`src/rtl/tagPkg.sv`:
```
package tagPkg;

  typedef enum logic [2:0] {
    MODE_LINEAR = 3'd0,
    MODE_XT     = 3'd1,
    MODE_YT     = 3'd2,
    MODE_WT     = 3'd3,
    MODE_T4     = 3'd4
  } tagMode_e;

  typedef struct packed {
    logic ld1;
    logic ld2;
    logic ld3;
  } tagStrobe_t;

  localparam int TILE_BYTES_LOG2 = 12;
  localparam int MAX_ELEM_LOG2   = 4;

  // log2 of the tile width in byte columns
  function automatic logic [3:0] tileWidthLog2(input tagMode_e m);
    case (m)
      MODE_XT: tileWidthLog2 = 4'd9;
      MODE_WT: tileWidthLog2 = 4'd6;
      MODE_YT, MODE_T4: tileWidthLog2 = 4'd7;
      default: tileWidthLog2 = 4'd0;
    endcase
  endfunction

  // log2 of the tile height in logical element rows
  function automatic logic [3:0] tileHeightLog2(input tagMode_e m);
    case (m)
      MODE_XT: tileHeightLog2 = 4'd3;
      MODE_WT: tileHeightLog2 = 4'd6;
      MODE_YT, MODE_T4: tileHeightLog2 = 4'd5;
      default: tileHeightLog2 = 4'd0;
    endcase
  endfunction

  // log2 of the physical rows of pitch covered by one tile row
  function automatic logic [3:0] physRowsLog2(input tagMode_e m);
    case (m)
      MODE_XT: physRowsLog2 = 4'd3;
      MODE_YT, MODE_T4, MODE_WT: physRowsLog2 = 4'd5;
      default: physRowsLog2 = 4'd0;
    endcase
  endfunction

  // route in-tile column (u) and row (v) bits to the 12-bit tile offset
  function automatic logic [11:0] intraOffset(input tagMode_e m,
                                              input logic [8:0] u,
                                              input logic [5:0] v);
    case (m)
      MODE_XT: intraOffset = {v[2:0], u[8:0]};
      MODE_YT: intraOffset = {u[6:4], v[4:0], u[3:0]};
      MODE_T4: intraOffset = {v[4:3], u[6], v[2], u[5:4], v[1:0], u[3:0]};
      MODE_WT: intraOffset = {u[5:3], v[5:2], u[2], v[1], u[1], v[0], u[0]};
      default: intraOffset = 12'd0;
    endcase
  endfunction

endpackage

```
`src/rtl/tagCtrl.sv`:
```
module tagCtrl
  import tagPkg::*;
(
  input  logic       clk,
  input  logic       rstN,
  input  logic       inValid,
  input  logic       outReady,
  output logic       inReady,
  output logic       outValid,
  output tagStrobe_t strobe
);

  logic vld1, vld2, vld3;
  logic advance;

  // the whole pipe moves whenever the last stage is empty or drained
  assign advance = !vld3 || outReady;

  always_comb begin
    strobe.ld1 = advance;
    strobe.ld2 = advance;
    strobe.ld3 = advance;
  end

  always_ff @(posedge clk or negedge rstN) begin
    if (!rstN) begin
      vld1 <= 1'b0;
      vld2 <= 1'b0;
      vld3 <= 1'b0;
    end else if (advance) begin
      vld1 <= inValid;
      vld2 <= vld1;
      vld3 <= vld2;
    end
  end

  assign inReady  = advance;
  assign outValid = vld3;

  assert_accept_R10: assert property (@(posedge clk) disable iff (!rstN)
    (inValid && inReady) |=> vld1);

  assert_progress_R10: assert property (@(posedge clk) disable iff (!rstN)
    (vld2 && outReady) |=> outValid);

  assert_backpressure_R11: assert property (@(posedge clk) disable iff (!rstN)
    (outValid && !outReady) |-> !inReady);

  assert_holdvalid_R11: assert property (@(posedge clk) disable iff (!rstN)
    (outValid && !outReady) |=> outValid);

endmodule

```
`src/rtl/tagDatapath.sv`:
```
module tagDatapath
  import tagPkg::*;
#(
  parameter int COORD_W = 16,
  parameter int PITCH_W = 20,
  parameter int ADDR_W  = 32
) (
  input  logic               clk,
  input  logic               rstN,
  input  tagStrobe_t         strobe,
  input  logic [COORD_W-1:0] inX,
  input  logic [COORD_W-1:0] inY,
  input  logic [2:0]         inElemLog2,
  input  logic [PITCH_W-1:0] inPitch,
  input  logic [2:0]         inMode,
  input  logic               inSwizzleEn,
  output logic [ADDR_W-1:0]  outOffset
);

  localparam int BCOL_W = COORD_W + MAX_ELEM_LOG2;
  localparam int PROD_W = COORD_W + PITCH_W;

  // ---------------- stage 1: byte column and tile indices ----------------
  tagMode_e           modeIn;
  logic [2:0]         elemIn;
  logic [BCOL_W-1:0]  byteColIn;

  tagMode_e           s1Mode;
  logic               s1Swz;
  logic [2:0]         s1Elem;
  logic [PITCH_W-1:0] s1Pitch;
  logic [BCOL_W-1:0]  s1ByteCol;
  logic [COORD_W-1:0] s1Y;
  logic [BCOL_W-1:0]  s1TileCol;
  logic [COORD_W-1:0] s1TileRow;

  always_comb begin
    modeIn    = (inMode > 3'd4) ? MODE_LINEAR : tagMode_e'(inMode);
    elemIn    = (inElemLog2 > 3'(MAX_ELEM_LOG2)) ? 3'(MAX_ELEM_LOG2) : inElemLog2;
    byteColIn = BCOL_W'(inX) << elemIn;
  end

  always_ff @(posedge clk or negedge rstN) begin
    if (!rstN) begin
      s1Mode    <= MODE_LINEAR;
      s1Swz     <= 1'b0;
      s1Elem    <= '0;
      s1Pitch   <= '0;
      s1ByteCol <= '0;
      s1Y       <= '0;
      s1TileCol <= '0;
      s1TileRow <= '0;
    end else if (strobe.ld1) begin
      s1Mode    <= modeIn;
      s1Swz     <= inSwizzleEn;
      s1Elem    <= elemIn;
      s1Pitch   <= inPitch;
      s1ByteCol <= byteColIn;
      s1Y       <= inY;
      s1TileCol <= byteColIn >> tileWidthLog2(modeIn);
      s1TileRow <= inY >> tileHeightLog2(modeIn);
    end
  end

  // ---------------- stage 2: pitch multiply and in-tile interleave ----------------
  logic [COORD_W-1:0] mulRow;
  logic [PROD_W-1:0]  rowProd;
  logic [ADDR_W-1:0]  rowBaseNext;
  logic [ADDR_W-1:0]  colPartNext;
  logic [11:0]        intraNext;

  tagMode_e           s2Mode;
  logic               s2Swz;
  logic [2:0]         s2Elem;
  logic [ADDR_W-1:0]  s2RowBase;
  logic [ADDR_W-1:0]  s2ColPart;

  always_comb begin
    mulRow      = (s1Mode == MODE_LINEAR) ? s1Y : s1TileRow;
    rowProd     = PROD_W'(mulRow) * PROD_W'(s1Pitch);
    rowBaseNext = ADDR_W'(rowProd << physRowsLog2(s1Mode));
    intraNext   = intraOffset(s1Mode, s1ByteCol[8:0], s1Y[5:0]);
    if (s1Mode == MODE_LINEAR)
      colPartNext = ADDR_W'(s1ByteCol);
    else
      colPartNext = (ADDR_W'(s1TileCol) << TILE_BYTES_LOG2) | ADDR_W'(intraNext);
  end

  always_ff @(posedge clk or negedge rstN) begin
    if (!rstN) begin
      s2Mode    <= MODE_LINEAR;
      s2Swz     <= 1'b0;
      s2Elem    <= '0;
      s2RowBase <= '0;
      s2ColPart <= '0;
    end else if (strobe.ld2) begin
      s2Mode    <= s1Mode;
      s2Swz     <= s1Swz;
      s2Elem    <= s1Elem;
      s2RowBase <= rowBaseNext;
      s2ColPart <= colPartNext;
    end
  end

  // ---------------- stage 3: final add and channel swizzle ----------------
  logic [ADDR_W-1:0] sumAddr;
  logic [ADDR_W-1:0] swzAddr;

  always_comb begin
    sumAddr = s2RowBase + s2ColPart;
    swzAddr = sumAddr;
    if (s2Swz && s2Mode == MODE_XT)
      swzAddr[6] = sumAddr[6] ^ sumAddr[9] ^ sumAddr[10];
    else if (s2Swz && s2Mode == MODE_YT)
      swzAddr[6] = sumAddr[6] ^ sumAddr[9];
  end

  always_ff @(posedge clk or negedge rstN) begin
    if (!rstN) outOffset <= '0;
    else if (strobe.ld3) outOffset <= swzAddr;
  end

  // low byte-column bits below the element size never carry address bits
  assert_lowzero_R6: assert property (@(posedge clk) disable iff (!rstN)
    ((s2ColPart & ((ADDR_W'(1) << s2Elem) - ADDR_W'(1))) == '0));

  assert_holddata_R11: assert property (@(posedge clk) disable iff (!rstN)
    !strobe.ld3 |=> $stable(outOffset));

  assert_noswz_R9: assert property (@(posedge clk) disable iff (!rstN)
    (strobe.ld3 && (s2Mode == MODE_WT || s2Mode == MODE_T4 || s2Mode == MODE_LINEAR))
      |=> outOffset == $past(s2RowBase + s2ColPart));

endmodule

```
`src/rtl/tileAddrGen.sv`:
```
module tileAddrGen
  import tagPkg::*;
#(
  parameter int COORD_W = 16,
  parameter int PITCH_W = 20,
  parameter int ADDR_W  = 32
) (
  input  logic               clk,
  input  logic               rstN,
  input  logic               inValid,
  output logic               inReady,
  input  logic [COORD_W-1:0] inX,
  input  logic [COORD_W-1:0] inY,
  input  logic [2:0]         inElemLog2,
  input  logic [PITCH_W-1:0] inPitch,
  input  logic [2:0]         inMode,
  input  logic               inSwizzleEn,
  output logic               outValid,
  input  logic               outReady,
  output logic [ADDR_W-1:0]  outOffset
);

  tagStrobe_t strobe;

  tagCtrl u_ctrl (
    .clk      (clk),
    .rstN     (rstN),
    .inValid  (inValid),
    .outReady (outReady),
    .inReady  (inReady),
    .outValid (outValid),
    .strobe   (strobe)
  );

  tagDatapath #(
    .COORD_W (COORD_W),
    .PITCH_W (PITCH_W),
    .ADDR_W  (ADDR_W)
  ) u_dp (
    .clk         (clk),
    .rstN        (rstN),
    .strobe      (strobe),
    .inX         (inX),
    .inY         (inY),
    .inElemLog2  (inElemLog2),
    .inPitch     (inPitch),
    .inMode      (inMode),
    .inSwizzleEn (inSwizzleEn),
    .outOffset   (outOffset)
  );

  assert_stableout_R11: assert property (@(posedge clk) disable iff (!rstN)
    (outValid && !outReady) |=> $stable(outOffset));

endmodule

```
`config.mk`:
```
export PLATFORM = sky130hd
export DESIGN_NAME = tileAddrGen
export DESIGN_NICKNAME = d
export VERILOG_FILES = /design/src/rtl/tagPkg.sv /design/src/rtl/tagCtrl.sv /design/src/rtl/tagDatapath.sv /design/src/rtl/tileAddrGen.sv
export SDC_FILE = /design/constraint.sdc
export NUM_CORES = 1
export LEC_CHECK = 0
export BUFFER_PORTS_ARGS = -buffer_cell sky130_fd_sc_hd__buf_2
export CORE_MARGIN = 2
export CORE_UTILIZATION = 38
export DETAILED_ROUTE_END_ITERATION = 10
export SLEW_MARGIN = 20
export SYNTH_ARGS = -nofsm -noshare
export SYNTH_HDL_FRONTEND = slang
export SYNTH_SLANG_ARGS = --single-unit
export TNS_END_PERCENT = 5
```
`constraint.sdc`:
```
create_clock -name clk -period 9.2 [get_ports clk]
set_input_delay 1.84 -clock clk [delete_from_list [all_inputs] [get_ports clk]]
set_output_delay 1.84 -clock clk [all_outputs]
set_load 0.01 [all_outputs]
```
==> impl_summary.log <==
INFO  metric run_status = complete, no violations
INFO  metric post_cts_resize_count = 0
INFO  metric worst_slew_margin_rel = between 20% and 30%
INFO  metric cts_tree = built
INFO  metric globalRouteOverflowTotal = 0
INFO  metric hold_path_startpoint = u_ctrl.vld2
INFO  metric detailed_place_hpwl = ~43000 µm
INFO  metric drt-vias-per-instance = between 5 and 6
INFO  metric drt-total-wl = between 50000 and 60000 µm
INFO  metric fin_skew = between 0.015 and 0.02 ns
INFO  metric synthesis.area = between 20000 and 25000 µm²
INFO  metric worst_hold_path_depth = 2
INFO  metric place_congestion = about 0.86
INFO  metric antenna_cells = 0
INFO  metric grt_setup_unrepaired = no
INFO  metric synthDominantCellAreaShare = roughly 23%
INFO  metric post-route-period-util = between 80% and 90%
INFO  metric synth_sequential_area_ratio = 22.8%
INFO  metric sinks_on_clock_net = ~200
INFO  metric setup_viol = 0
INFO  metric ios = 97
INFO  metric timing_hold_violations_final = 0
INFO  metric totalNegativeSetupSlack = 0 ns
INFO  metric cts_post_setup_buffers_inserted = 0
INFO  metric clock_pin_slew_on_the_worst_setup_and_hold_paths = approximately 0.09 ns
INFO  metric synth-warning-count = 0
INFO  metric antenna_found_initial = 0
INFO  metric cp.required = roughly 9.6 ns
INFO  metric async_flop_share = 100%
INFO  metric port-buffer-count = 96
INFO  metric ys_types = between 80 and 90
INFO  metric route.antenna.remaining_nets = 0
INFO  metric pin_count_of_the_biggest_net_entering_global_routing = 195
INFO  metric fp.dieW = between 200 and 250 µm
INFO  metric cts_root_cell = sky130_fd_sc_hd__clkbuf_16
INFO  metric drv_cap = 0
INFO  metric cts_htree_levels = 4
INFO  metric regToRegStartpoint = u_dp.s1Mode[0]
INFO  metric design.die.area = 59400 µm²
INFO  metric hold_class = flip-flop to flip-flop
INFO  metric first_pass_grt_wire_length = a little over 90000 µm
INFO  metric postSynthCellCount = between 2000 and 3000
INFO  metric numCtsBuffers = 17
INFO  metric synthTopCellsByArea = sky130_fd_sc_hd__dfrtp_1 (23%), sky130_fd_sc_hd__fa_1 (23%), sky130_fd_sc_hd__nand2_1 (8.7%), sky130_fd_sc_hd__ha_1 (6.8%), sky130_fd_sc_hd__inv_1 (5.1%)
INFO  metric drt_first_pass_iters = 5
INFO  metric timing.hold.worst_endpoint = u_ctrl.vld2
INFO  metric routed-via-count = between 15000 and 20000
INFO  metric synth_fp_nets = between 2000 and 3000
INFO  metric cp_data_arrival_time = 8.47 ns
INFO  metric drt_iter0_drc = approximately 1200
INFO  metric grtUsageTotal = between 10% and 20%
INFO  metric setup.worst_path.end_class = flip-flop
INFO  metric placementRows = 87
INFO  metric crit_path_start_kind = flip-flop
INFO  metric core = 56600 µm²
INFO  metric synth-edff-count = 0
INFO  metric worst_skew_pair.late_latency = between 0.5 and 0.6 ns
INFO  metric final_max_slew_viol_count = 0
INFO  metric critical_path_class = flip-flop to flip-flop
INFO  metric post_route_cells_drive_above_1_share = under 10%
INFO  metric cts.path.max_buffers = 2
INFO  metric final_nets = between 2000 and 3000
INFO  metric detail_route.drc_violations = 0
INFO  metric syn_to_final_growth = 7.64%
INFO  metric layout_min_cycle_time = 8.08 ns
INFO  metric clock.fmax = 0.124 GHz
INFO  metric ys_dominant_reg_cell = sky130_fd_sc_hd__dfrtp_1
INFO  metric first_global_vias = between 15000 and 20000
INFO  metric synth.ff_latch_count = 199
INFO  metric ff2ff_setup_slack = between 1 and 1.5 ns
INFO  metric synthesis.area_per_instance = around 8.6 µm²
INFO  metric hold_buffers = 0
INFO  metric r2r_cells = 22
INFO  metric worst_slew_pin_slew = around 1.1 ns
INFO  metric detail_route.wl_per_cell = about 17 µm
INFO  metric dieHeight = between 200 and 250 µm
INFO  metric critPathMaxFanout = 22
INFO  metric timing.rr.end = u_dp.s2RowBase[31]
INFO  metric initial_core_util = between 30% and 40%
INFO  metric post-synth-top-area-cell = sky130_fd_sc_hd__dfrtp_1
## cell type report
cell class / count / area (µm²)
flip-flops and latches: 199 / 4980
clock buffers: 17 / 425
clock inverters: 15 / 193
well taps: 756 / 946
repair buffers: 113 / 653
inverters: 295 / 1110
fillers: 5780 / 33100
multi-input cells: 1902 / 15200
## worst max-delay path: stages (launching register included)
cell,delay (ns)
sky130_fd_sc_hd__dfrtp_1,0.72
sky130_fd_sc_hd__nor3_4,0.90
sky130_fd_sc_hd__mux2_2,0.66
sky130_fd_sc_hd__nand2_1,0.16
sky130_fd_sc_hd__fa_1,0.54
sky130_fd_sc_hd__fa_1,0.51
sky130_fd_sc_hd__fa_1,0.53
sky130_fd_sc_hd__inv_1,0.06
sky130_fd_sc_hd__fa_1,0.49
sky130_fd_sc_hd__fa_1,0.49
sky130_fd_sc_hd__inv_1,0.05
sky130_fd_sc_hd__fa_1,0.47
sky130_fd_sc_hd__inv_1,0.04
sky130_fd_sc_hd__ha_1,0.33
sky130_fd_sc_hd__and2_1,0.22
sky130_fd_sc_hd__and3_1,0.21
sky130_fd_sc_hd__a221oi_1,0.37
sky130_fd_sc_hd__nand2_1,0.15
sky130_fd_sc_hd__o22ai_1,0.34
sky130_fd_sc_hd__o211ai_1,0.25
sky130_fd_sc_hd__o21a_1,0.23
sky130_fd_sc_hd__a31oi_1,0.16
sky130_fd_sc_hd__o21ai_1,0.08
## cell usage after synthesis, drive strengths merged (5+ instances only)
cell    number
a22oi        5
a211oi      33
and3         8
a22o        10
mux2i       72
o21a        13
o21ai      143
o31ai       10
a21oi       93
fa         246
inv        295
o21bai       7
mux2        25
a31oi       25
nor2b       62
dfrtp      199
buf         25
nand2b      22
nor3        24
a221oi       6
nand3       23
and2       104
nor2       170
ha         118
or2          6
o211ai      17
mux4        10
clkbuf     123
a21o        29
xnor2       28
xor2        18
nand2      507
## layout by cell type, fill, tap and decap left out, drive strengths merged, types with 5 or more instances in the layout
master  instances
and3            8
a22o           10
xnor2          28
a21oi          93
inv           304
nand2b         22
nor2          170
and2          104
nand2         507
mux2           25
a21o           29
mux4           10
o211ai         17
nor3           24
dfrtp         199
mux2i          72
o21bai          7
xor2           18
a221oi          6
o21ai         143
ha            118
a22oi           5
or2             6
o31ai          10
a211oi         33
buf           112
fa            246
nand3          23
a31oi          25
clkbuf         18
nor2b          62
o21a           13
## metrics by stage
stage          utilization, %  cells  cell area [µm²]  setup WS [ns]  hold slack, ns
2_1_floorplan               -   2544            21800           2.34           0.430
3_3_place_gp             40.3   3264            22800           1.35           0.444
3_5_place_dp             40.3   3264            22800           1.21           0.452
4_1_cts                  41.4   3296            23500           1.16           0.471
5_1_grt                  41.5   3297            23500          0.686           0.497
6_report                 41.5   3297            23500           1.12           0.467
## worst max-delay path by stage
stage | slack, ns | end | from | cells after the start
after global routing | 0.69 | u_dp.s2RowBase[27] | u_dp.s1Mode[0] | 22
after CTS | 1.16 | u_dp.s2RowBase[31] | u_dp.s1Mode[0] | 22
after floorplan | 2.34 | u_dp.s2RowBase[30] | u_dp.s1Mode[2] | 27
after global placement | 1.35 | u_dp.s2RowBase[31] | u_dp.s1Mode[0] | 22
final | 1.12 | u_dp.s2RowBase[31] | u_dp.s1Mode[0] | 22
after detailed placement | 1.21 | u_dp.s2RowBase[31] | u_dp.s1Mode[0] | 22
## registers in the layout, indices dropped and copies added (netlist names)
register,count
u_dp.s1Swz,1
u_dp.s1TileCol,20
u_ctrl.vld2,1
u_ctrl.vld1,1
u_dp.s1Mode,3
u_ctrl.outValid,1
u_dp.s2RowBase,32
u_dp.outOffset,32
u_dp.s1ByteCol,20
u_dp.s1TileRow,16
u_dp.s2ColPart,32
u_dp.s2Swz,1
u_dp.s1Pitch,20
u_dp.s1Y,16
u_dp.s2Mode,3
## kinds of logic after synthesis
group | after synthesis | synth area share [%]
and+or+nand+nor | 952 | 19.6
buffers and inverters | 443 | 7.73
AOI/OAI and AO/OA | 429 | 12.6
adders and majority gates | 364 | 29.3
DFF | 199 | 22.8
muxes | 107 | 5.62
xor gates and xnor gates | 50 | 2.26
## layer usage
metal  global-route usage [%]  up-vias  part of all wire (%)
met5                        0        -                     0
met4                     6.03        0                   2.1
met3                     3.10       68                   4.4
met2                     31.0      390                    47
met1                     27.6     8641                    46
li1                         -     8173                     -
Power is left out: the tool's default activity adds up to more than one toggle a clock period on the data nets, which glitch-free logic cannot reach.
